===== src/rtl/sysbus_cfg_pkg.sv =====
package sysbus_cfg_pkg;

  localparam int unsigned CE_LINES = 3;
  localparam int unsigned WAIT_W   = 2;

  typedef enum logic [1:0] {
    BM_SINGLE  = 2'b00,
    BM_64K     = 2'b01,
    BM_4M_MIN  = 2'b10,
    BM_4M_MAX  = 2'b11
  } bus_mode_e;

  typedef struct packed {
    bus_mode_e           bm;
    logic [1:0]          win;
    logic                rsv3;
    logic [CE_LINES-1:0] ce_en;
  } cfg_bus_t;

  typedef struct packed {
    logic              rsv7;
    logic [WAIT_W-1:0] wst;
    logic              clk_fast;
    logic              osc_on;
    logic              rsv2;
    logic [1:0]        vlev;
  } cfg_clk_t;

  localparam logic [7:0] RD_MASK_BUS = 8'hF7;
  localparam logic [7:0] RD_MASK_CLK = 8'h7B;

endpackage


===== src/rtl/cfg_regs.sv =====
module cfg_regs
  import sysbus_cfg_pkg::*;
#(
  parameter int unsigned          ADDR_W        = 16,
  parameter logic [ADDR_W-1:0]    BASE_ADDR     = 'hFF00,
  parameter bit                   SINGLE_CHIP   = 1'b0,
  parameter logic [1:0]           BOOT_BUS_MODE = 2'b01
) (
  input  logic              clk_i,
  input  logic              rst_ni,
  input  logic              sel_i,
  input  logic              wr_i,
  input  logic [ADDR_W-1:0] addr_i,
  input  logic [7:0]        wdata_i,
  output logic [7:0]        rdata_o,
  output cfg_bus_t          cfg_bus_o,
  output cfg_clk_t          cfg_clk_o,
  output logic              we_bus_o,
  output logic              we_clk_o
);

  localparam logic [ADDR_W-1:0] ADDR_CLK = BASE_ADDR + 1'b1;
  localparam bus_mode_e BM_RST = SINGLE_CHIP ? BM_SINGLE : bus_mode_e'(BOOT_BUS_MODE);
  localparam cfg_bus_t BUS_RST = '{bm: BM_RST, win: 2'b00, rsv3: 1'b0, ce_en: '1};
  localparam cfg_clk_t CLK_RST = '0;

  logic     hit_bus, hit_clk;
  cfg_bus_t bus_q, bus_d;
  cfg_clk_t clk_q, clk_d;

  assign hit_bus  = sel_i && (addr_i == BASE_ADDR);
  assign hit_clk  = sel_i && (addr_i == ADDR_CLK);
  assign we_bus_o = hit_bus && wr_i;
  assign we_clk_o = hit_clk && wr_i;

  // next-state values for the two registers
  always_comb begin
    bus_d       = bus_q;
    bus_d.bm    = SINGLE_CHIP ? BM_SINGLE : bus_mode_e'(wdata_i[7:6]);
    bus_d.win   = wdata_i[5:4];
    bus_d.rsv3  = 1'b0;
    bus_d.ce_en = wdata_i[CE_LINES-1:0];

    clk_d          = clk_q;
    clk_d.rsv7     = 1'b0;
    clk_d.wst      = wdata_i[6:5];
    clk_d.clk_fast = wdata_i[4];
    clk_d.osc_on   = wdata_i[3];
    clk_d.rsv2     = 1'b0;
    clk_d.vlev     = wdata_i[1:0];
  end

  always_ff @(posedge clk_i or negedge rst_ni) begin
    if (!rst_ni) begin
      bus_q <= BUS_RST;
    end else if (we_bus_o) begin
      bus_q <= bus_d;
    end
  end

  always_ff @(posedge clk_i or negedge rst_ni) begin
    if (!rst_ni) begin
      clk_q <= CLK_RST;
    end else if (we_clk_o) begin
      clk_q <= clk_d;
    end
  end

  always_comb begin
    rdata_o = 8'h00;
    if (hit_bus && !wr_i) rdata_o = bus_q & RD_MASK_BUS;
    if (hit_clk && !wr_i) rdata_o = clk_q & RD_MASK_CLK;
  end

  assign cfg_bus_o = bus_q;
  assign cfg_clk_o = clk_q;

  // write to the clock register lands in the wait field one cycle later
  p_wait_field_r3: assert property (@(posedge clk_i) disable iff (!rst_ni)
    we_clk_o |=> (cfg_clk_o.wst == $past(wdata_i[6:5])));

  // writes that miss the first register leave it untouched
  p_bus_hold_r10: assert property (@(posedge clk_i) disable iff (!rst_ni)
    !we_bus_o |=> $stable(cfg_bus_o));

  if (SINGLE_CHIP) begin : g_sc_chk
    p_bm_pinned_r4: assert property (@(posedge clk_i) disable iff (!rst_ni)
      we_bus_o |=> (cfg_bus_o.bm == BM_SINGLE));
  end

endmodule


===== src/rtl/xbus_wait_gen.sv =====
module xbus_wait_gen #(
  parameter int unsigned CNT_W = 2
) (
  input  logic             clk_i,
  input  logic             rst_ni,
  input  logic [CNT_W-1:0] code_i,
  input  logic             start_i,
  output logic             rdy_o
);

  logic [CNT_W-1:0] cnt_q, cnt_d;
  logic             busy;

  assign busy = (cnt_q != '0);

  always_comb begin
    cnt_d = cnt_q;
    if (busy)         cnt_d = cnt_q - 1'b1;
    else if (start_i) cnt_d = code_i;
  end

  always_ff @(posedge clk_i or negedge rst_ni) begin
    if (!rst_ni) cnt_q <= '0;
    else         cnt_q <= cnt_d;
  end

  assign rdy_o = !busy;

  p_launch_r6: assert property (@(posedge clk_i) disable iff (!rst_ni)
    (rdy_o && start_i && code_i != '0) |=> !rdy_o);

  p_release_r6: assert property (@(posedge clk_i) disable iff (!rst_ni)
    (cnt_q == CNT_W'(1)) |=> rdy_o);

  // a start during wait states must not shorten or restart the count
  p_busy_ignore_r7: assert property (@(posedge clk_i) disable iff (!rst_ni)
    (!rdy_o && start_i) |=> (cnt_q == $past(cnt_q) - 1'b1));

endmodule


===== src/rtl/irq_gate.sv =====
module irq_gate #(
  parameter int unsigned N_IRQ = 4
) (
  input  logic             clk_i,
  input  logic             rst_ni,
  input  logic             we_bus_i,
  input  logic             we_clk_i,
  input  logic [N_IRQ-1:0] irq_req_i,
  input  logic             nmi_req_i,
  output logic [N_IRQ-1:0] irq_o,
  output logic             nmi_o
);

  logic seen_bus_q, seen_clk_q;
  logic open;

  always_ff @(posedge clk_i or negedge rst_ni) begin
    if (!rst_ni)       seen_bus_q <= 1'b0;
    else if (we_bus_i) seen_bus_q <= 1'b1;
  end

  always_ff @(posedge clk_i or negedge rst_ni) begin
    if (!rst_ni)       seen_clk_q <= 1'b0;
    else if (we_clk_i) seen_clk_q <= 1'b1;
  end

  assign open  = seen_bus_q && seen_clk_q;
  assign irq_o = irq_req_i & {N_IRQ{open}};
  assign nmi_o = nmi_req_i & open;

  p_sticky_bus_r9: assert property (@(posedge clk_i) disable iff (!rst_ni)
    seen_bus_q |=> seen_bus_q);

  p_sticky_clk_r9: assert property (@(posedge clk_i) disable iff (!rst_ni)
    seen_clk_q |=> seen_clk_q);

  // the gate can only open on the edge that follows a register write
  p_open_cause_r8: assert property (@(posedge clk_i) disable iff (!rst_ni)
    $rose(open) |-> $past(we_bus_i || we_clk_i));

endmodule


===== src/rtl/sysbus_cfg_ctrl.sv =====
module sysbus_cfg_ctrl
  import sysbus_cfg_pkg::*;
#(
  parameter int unsigned       ADDR_W        = 16,
  parameter logic [ADDR_W-1:0] BASE_ADDR     = 'hFF00,
  parameter int unsigned       N_IRQ         = 4,
  parameter bit                SINGLE_CHIP   = 1'b0,
  parameter logic [1:0]        BOOT_BUS_MODE = 2'b01
) (
  input  logic                clk_i,
  input  logic                rst_ni,
  input  logic                reg_sel_i,
  input  logic                reg_wr_i,
  input  logic [ADDR_W-1:0]   reg_addr_i,
  input  logic [7:0]          reg_wdata_i,
  output logic [7:0]          reg_rdata_o,
  input  logic                xbus_start_i,
  output logic                xbus_rdy_o,
  input  logic [N_IRQ-1:0]    irq_req_i,
  input  logic                nmi_req_i,
  output logic [N_IRQ-1:0]    irq_o,
  output logic                nmi_o,
  output logic [1:0]          bus_mode_o,
  output logic [1:0]          ce_win_o,
  output logic [CE_LINES-1:0] ce_strobe_o,
  output logic                osc_fast_on_o,
  output logic                clk_fast_sel_o,
  output logic [1:0]          vlevel_o
);

  logic [1:0] rst_sync_q;
  logic       rst_n_int;
  cfg_bus_t   cfg_bus;
  cfg_clk_t   cfg_clk;
  logic       we_bus, we_clk;
  logic       strobe_mode;

  // assert asynchronously, release on the second clock edge
  always_ff @(posedge clk_i or negedge rst_ni) begin
    if (!rst_ni) rst_sync_q <= 2'b00;
    else         rst_sync_q <= {rst_sync_q[0], 1'b1};
  end
  assign rst_n_int = rst_sync_q[1];

  cfg_regs #(
    .ADDR_W        (ADDR_W),
    .BASE_ADDR     (BASE_ADDR),
    .SINGLE_CHIP   (SINGLE_CHIP),
    .BOOT_BUS_MODE (BOOT_BUS_MODE)
  ) u_regs (
    .clk_i     (clk_i),
    .rst_ni    (rst_n_int),
    .sel_i     (reg_sel_i),
    .wr_i      (reg_wr_i),
    .addr_i    (reg_addr_i),
    .wdata_i   (reg_wdata_i),
    .rdata_o   (reg_rdata_o),
    .cfg_bus_o (cfg_bus),
    .cfg_clk_o (cfg_clk),
    .we_bus_o  (we_bus),
    .we_clk_o  (we_clk)
  );

  xbus_wait_gen #(.CNT_W(WAIT_W)) u_wait (
    .clk_i   (clk_i),
    .rst_ni  (rst_n_int),
    .code_i  (cfg_clk.wst),
    .start_i (xbus_start_i),
    .rdy_o   (xbus_rdy_o)
  );

  irq_gate #(.N_IRQ(N_IRQ)) u_gate (
    .clk_i     (clk_i),
    .rst_ni    (rst_n_int),
    .we_bus_i  (we_bus),
    .we_clk_i  (we_clk),
    .irq_req_i (irq_req_i),
    .nmi_req_i (nmi_req_i),
    .irq_o     (irq_o),
    .nmi_o     (nmi_o)
  );

  assign strobe_mode = (cfg_bus.bm == BM_64K);

  for (genvar i = 0; i < CE_LINES; i++) begin : g_ce
    assign ce_strobe_o[i] = cfg_bus.ce_en[i] & strobe_mode;
  end

  assign bus_mode_o     = cfg_bus.bm;
  assign ce_win_o       = cfg_bus.win;
  assign osc_fast_on_o  = cfg_clk.osc_on;
  assign clk_fast_sel_o = cfg_clk.clk_fast;
  assign vlevel_o       = cfg_clk.vlev;

  p_port_fallback_r5: assert property (@(posedge clk_i) disable iff (!rst_n_int)
    (bus_mode_o != BM_64K) |-> (ce_strobe_o == '0));

endmodule


===== config.mk =====
export PLATFORM = sky130hd
export DESIGN_NAME = sysbus_cfg_ctrl
export DESIGN_NICKNAME = d
export VERILOG_FILES = /design/src/rtl/sysbus_cfg_pkg.sv /design/src/rtl/cfg_regs.sv /design/src/rtl/xbus_wait_gen.sv /design/src/rtl/irq_gate.sv /design/src/rtl/sysbus_cfg_ctrl.sv
export SDC_FILE = /design/constraint.sdc
export NUM_CORES = 1
export LEC_CHECK = 0
export BUFFER_PORTS_ARGS = -buffer_cell sky130_fd_sc_hd__buf_2
export CORE_UTILIZATION = 41
export DETAILED_ROUTE_END_ITERATION = 16
export MAX_ROUTING_LAYER = met4
export PLACE_DENSITY_LB_ADDON = 0.3
export REMOVE_ABC_BUFFERS = 1
export SYNTH_ARGS = -nofsm -noshare
export SYNTH_HDL_FRONTEND = slang
export SYNTH_SLANG_ARGS = --single-unit

===== constraint.sdc =====
create_clock -name clk_i -period 1.5 [get_ports clk_i]
set_input_delay 0.15 -clock clk_i [delete_from_list [all_inputs] [get_ports clk_i]]
set_output_delay 0.15 -clock clk_i [all_outputs]
set_load 0.03 [all_outputs]

# Yosys cells after proc, flatten, opt, wreduce, memory -nomap -nowiden
# Cells that the tools add are included.
dict set report totals {
  rom_bits 0
  n_memories 0
  ff_bits 19
  inputBits 34
  out_inout_bits 25
  ramBits 0
  elab_cells 35
  latchBits 0
}
dict set report classes {
  mux 4
  n_eq_ne 3
  n_div 0
  mul 0
  magnitude_cmp 0
  reduce_logical 11
  bitwise_logic 5
  addsub 1
  n_shift 0
}
# operator n
set op_table {}
lappend op_table {{$eq A16 B16 Y1 const B} 2}
lappend op_table {{$mux W8} 2}
lappend op_table {{$logic_and A1 B1 Y1} 7}
lappend op_table {{$and A1 B1 Y1} 4}
lappend op_table {{$and A4 B4 Y4} 1}
lappend op_table {{$mux W2} 2}
lappend op_table {{$reduce_bool A2 Y1} 2}
lappend op_table {{$eq A2 B1 Y1 const B} 1}
lappend op_table {{$logic_not A1 Y1} 2}
lappend op_table {{$sub A2 B1 Y2 const B} 1}

# Depth between registers and ports, before layout
dict set report logic_depth {
  word_depth 5
  depth_mapped 4
  mapped_depth_nobuf 4
}

# Modules after synthesis
# From an unflattened synthesis, not the netlist that was laid out.
dict set report unflattened {
  cells_unflattened 74
  area_unflattened_um2 979.7
}
# mod area_per_inst_um2 cells_each n_inst
set by_module_without_submodules {}
lappend by_module_without_submodules {cfg_regs 721.9 52 1}
lappend by_module_without_submodules {irq_gate 100.1 9 1}
lappend by_module_without_submodules {sysbus_cfg_ctrl 80.1 6 1}
lappend by_module_without_submodules {xbus_wait_gen 77.6 7 1}

# Worst setup path before layout
# No wires, ideal clock.
dict set report synth_path {
  path_kind {input port to output port}
  start {input port reg_addr_i[2]}
  end {output port reg_rdata_o[0]}
  path_stages 4
  t_arrival_ns 1.435
  n_path_buf 0
  path_slack_ns -0.085
  path_cell_list {nor4b_2 -> nand4_1 -> nor3b_1 -> a22o_1}
}
dict set report synth_via {
  elab_chain_cells 5
}
# item line
set synth_lines {}
lappend synth_lines {{start, declared} sysbus_cfg_ctrl.sv:14} ;# input logic [ADDR_W-1:0] reg_addr_i,
lappend synth_lines {{$eq A16 B16 Y1} cfg_regs.sv:31} ;# assign hit_bus = sel_i && (addr_i == BASE_ADDR);
lappend synth_lines {{$logic_and A1 B1 Y1} cfg_regs.sv:31}
lappend synth_lines {{$logic_and A1 B1 Y1} cfg_regs.sv:71} ;# if (hit_bus && !wr_i) rdata_o = bus_q & RD_MASK_BUS;
lappend synth_lines {{$mux W8} cfg_regs.sv:71}
lappend synth_lines {{$mux W8 *} cfg_regs.sv:72} ;# if (hit_clk && !wr_i) rdata_o = clk_q & RD_MASK_CLK;
lappend synth_lines {{end, declared} sysbus_cfg_ctrl.sv:16} ;# output logic [7:0] reg_rdata_o,
# Mark *: on every way between the ends. The rest lies on a longest branch, timed or not.

# Worst setup path in the final report
dict set report layout_path {
  start {input port reg_addr_i[4]}
  end {output port reg_rdata_o[4]}
}
# The elaborated chain is that of the path after synthesis.

==> results.yml <==
worst_setup_path:
  cp.buffers_inverters: 3
  crit_family: "simple AND/OR/NAND/NOR gates"
  endpoint: "reg_rdata_o[4]"
  max_stage_delay_ps: 300
  worst-path-stages: 7
  crit_fanout: 6
  regToRegStartpoint: "u_regs.cfg_bus_o[6]"
  critPathLaunchType: "primary input"
  crit_arrival_ps: 1420
  crit_start: "reg_addr_i[4]"
  r2r_slack_ps: 660
  slowest_stage: "nor4b_4"
  crit_path_end_kind: "output port"
  crit_path_frequent_cell: "buf_6"
  crit_path_cell_trace: "buf_6, nor4b_4, nand4_1, nor3b_2, buf_4, a22o_1, buf_6"
  worstRegToRegCells: 2
  criticalPathCategory: "primary input to output port"
  reg2reg_to: "u_regs.cfg_bus_o[6]"
  required_ps: 1350
drt:
  wl_per_cell_um: 13.4
  vias_per_cell: 4.95
  remaining_drc_errors: 0
  drt_pass1_iterations: 4
  drt_iter0_drc: 4
  wl_mm: 2.24
  via_count: 831
  ant_nets: 0
logic_synthesis:
  ys_warn_count: 0
  ys.flop_type: "dfrtp_1"
  synth-edff-count: 0
  yosysTopAreaCell: "dfrtp_1"
  synthTopCellsByArea: "dfrtp_1 (40%), mux2_2 (15%), dfstp_2 (11%)"
  ys_top_cells_by_count: "dfrtp_1 (15), mux2_2 (13), and2_1 (6), buf_4 (6)"
  synthCells: 75
  synth_top_area_share_pct: 39.5
  ys_types: 24
  syn-cell-area_um2: 950
  synth.avg_cell_area_um2: 12.7
  ys_ff_latch: 19
  ys_async_sr_fraction_pct: 100
  seq_area_frac_synth_pct: 50.6
  yosysMostFrequentCell: "dfrtp_1"
global_route:
  antenna_found_initial: 0
  grt_max_degree: 18
  grt_pass1_vias: 845
  grt_pass1_wl_mm: 3.59
  grt_overflow: 0
  track_usage_pct: 19.4
sta:
  tightest_slew_ps: 670
  fin_skew_ps: 0.760
  setup_slack_ps: -73.7
  final.setup.tns_ps: -429
  relSlewSlack_pct: 55.4
  rsz0062_at_grt: "true"
  fin_crit_ps: 1570
  finalSetupViolations: 8
  hold_viol: 0
  finalMaxSlewViolations: 0
  fmax_mhz: 635
  period_share_pct: 105
power:
  power_leakage_nw: 0.811
  powerDensity_nw_per_um2: 587
  p_sw_share_pct: 22.7
  comb_power_share_pct: 8.3
  p_int_uw: 660
  peakVddDrop_v: 0.000634
  p_sw_uw: 194
  clock_power_share_pct: 30.3
  p_total_uw: 853
  p_seq_share_pct: 61.4
layout:
  final_core_util_pct: 66.4
  syn_to_final_growth_pct: 53.1
  drive_gt1_share_pct: 72.9
  final_nets: 175
  diodes: 0
  final_cells: 168
  stdcell_area_um2: 1450
floorplanning:
  core_um2: 2190
  initial_core_util_pct: 43.3
  io_pins: 59
  rows: 17
  die_w_um: 50.1
  die_y_um: 50.1
  die_area_um2: 2510
cts:
  clock_path_buffers: 2
  clkTransAtPathRegs_ps: 110
  cts-htree-levels: 1
  cts.sinks: 19
  cts_buffers: 3
  cts-root-buf: "clkbuf_4"
  clock_latency_ps: 290
  cts_tree: "yes"
run_status:
  violations: "negative setup slack"
  status: "finished with violations"
placed_design:
  place_area_um2: 1270
  io_buffers: 58
  dp_hpwl_mm: 1.69
  dp.cells: 161
  place_congestion: 0.685
hold_path:
  hold_path_class: "primary input to register"
  min_from: "reg_wdata_i[3]"
flow_run:
  maxCapViolations: 0
final cells by class:
cell class	instances	area (um2)
clock buffer	3	22.5
multi-input combinational	50	463
clock inverter	1	5.00
fill	189	737
timing repair buffer	67	448
sequential	19	480
tap	28	35.0
registers in the layout, summed over array words and instances, names as in the netlist:
signal and count:
u_regs.cfg_bus_o 7, u_regs.cfg_clk_o 6, rst_sync_q 2, u_wait.cnt_q 2
u_gate.seen_bus_q 1, u_gate.seen_clk_q 1
cells in the final DEF (no fill, tap or decap), types with 2 or more instances in the layout:
master and instances:
buf_6 14, dfrtp_1 15, nor2_1 2, clkbuf_4 3
mux2_2 13, and2_4 5, and3_1 5, dfstp_2 4
or2_2 2, buf_4 8, nand2_1 3, a22o_1 5
buf_2 44, nor4b_4 2
metal layers:
| layer | global-route usage (%) | vias up | routed length, um |
|---|---|---|---|
| met2 | 35.1 | 31 | 1210 |
| li1 | - | 393 | - |
| met3 | 2.16 | 0 | 104 |
| met5 | - | - | 0 |
| met1 | 22.1 | 407 | 927 |
| met4 | 5.71 | 0 | 0 |
how the worst min path moves through the flow:
stage | endpoint | slack (ps) | depth (start not counted)
2_1_floorplan | rst_sync_q[0] | -150 | 0
3_3_place_gp | rst_sync_q[0] | -60 | 1
3_5_place_dp | rst_sync_q[0] | -60 | 1
4_1_cts | u_regs.cfg_bus_o[7] | 70 | 2
5_1_grt | u_regs.cfg_bus_o[7] | 80 | 2
6_report | u_regs.cfg_clk_o[3] | 80 | 2
logic make-up (layout without fill, tap and decap cells):
| logic type | Yosys count | count (layout) | synth area share, % |
|---|---|---|---|
| buffers and inverters | 6 | 71 | 4.74 |
| AOI/OAI and AO/OA | 6 | 6 | 5.14 |
| and+or+nand+nor | 30 | 30 | 23.7 |
| muxes | 13 | 13 | 15.4 |
| other | 1 | 1 | 0.395 |
| DFF | 19 | 19 | 50.6 |
worst reg2reg max path, cell delays in order (launching register included):
cell and delay [ps]:
dfstp_2 560, buf_4 110, mux2_2 130
timing repair:
action,in CTS,in global routing
endpoints found under the hold margin,2,0
setup endpoints to repair,11,11
pin swaps,8,7
buffers inserted,1,1
resized for setup,28,7
hold buffers,1,0
power by group through the flow:
stage	registers (mW)	logic, mW	clock network (mW)
CTS	0.525	0.0703	0.264
floorplan	0.532	0.00922	0
global route	0.526	0.0762	0.283
finish	0.524	0.0709	0.258
global placement	0.534	0.0560	0
detailed placement	0.534	0.0589	0
stage by stage:
step / setup slack (ps) / hold WS, ps
global route: -159 / 77.8
floorplan: -85.1 / -146
CTS: -27.0 / 74.5
detailed placement: -179 / -63.0
finish: -73.7 / 81.4
global placement: -116 / -64.5
Note: power is estimated with default switching activity, not from simulation.
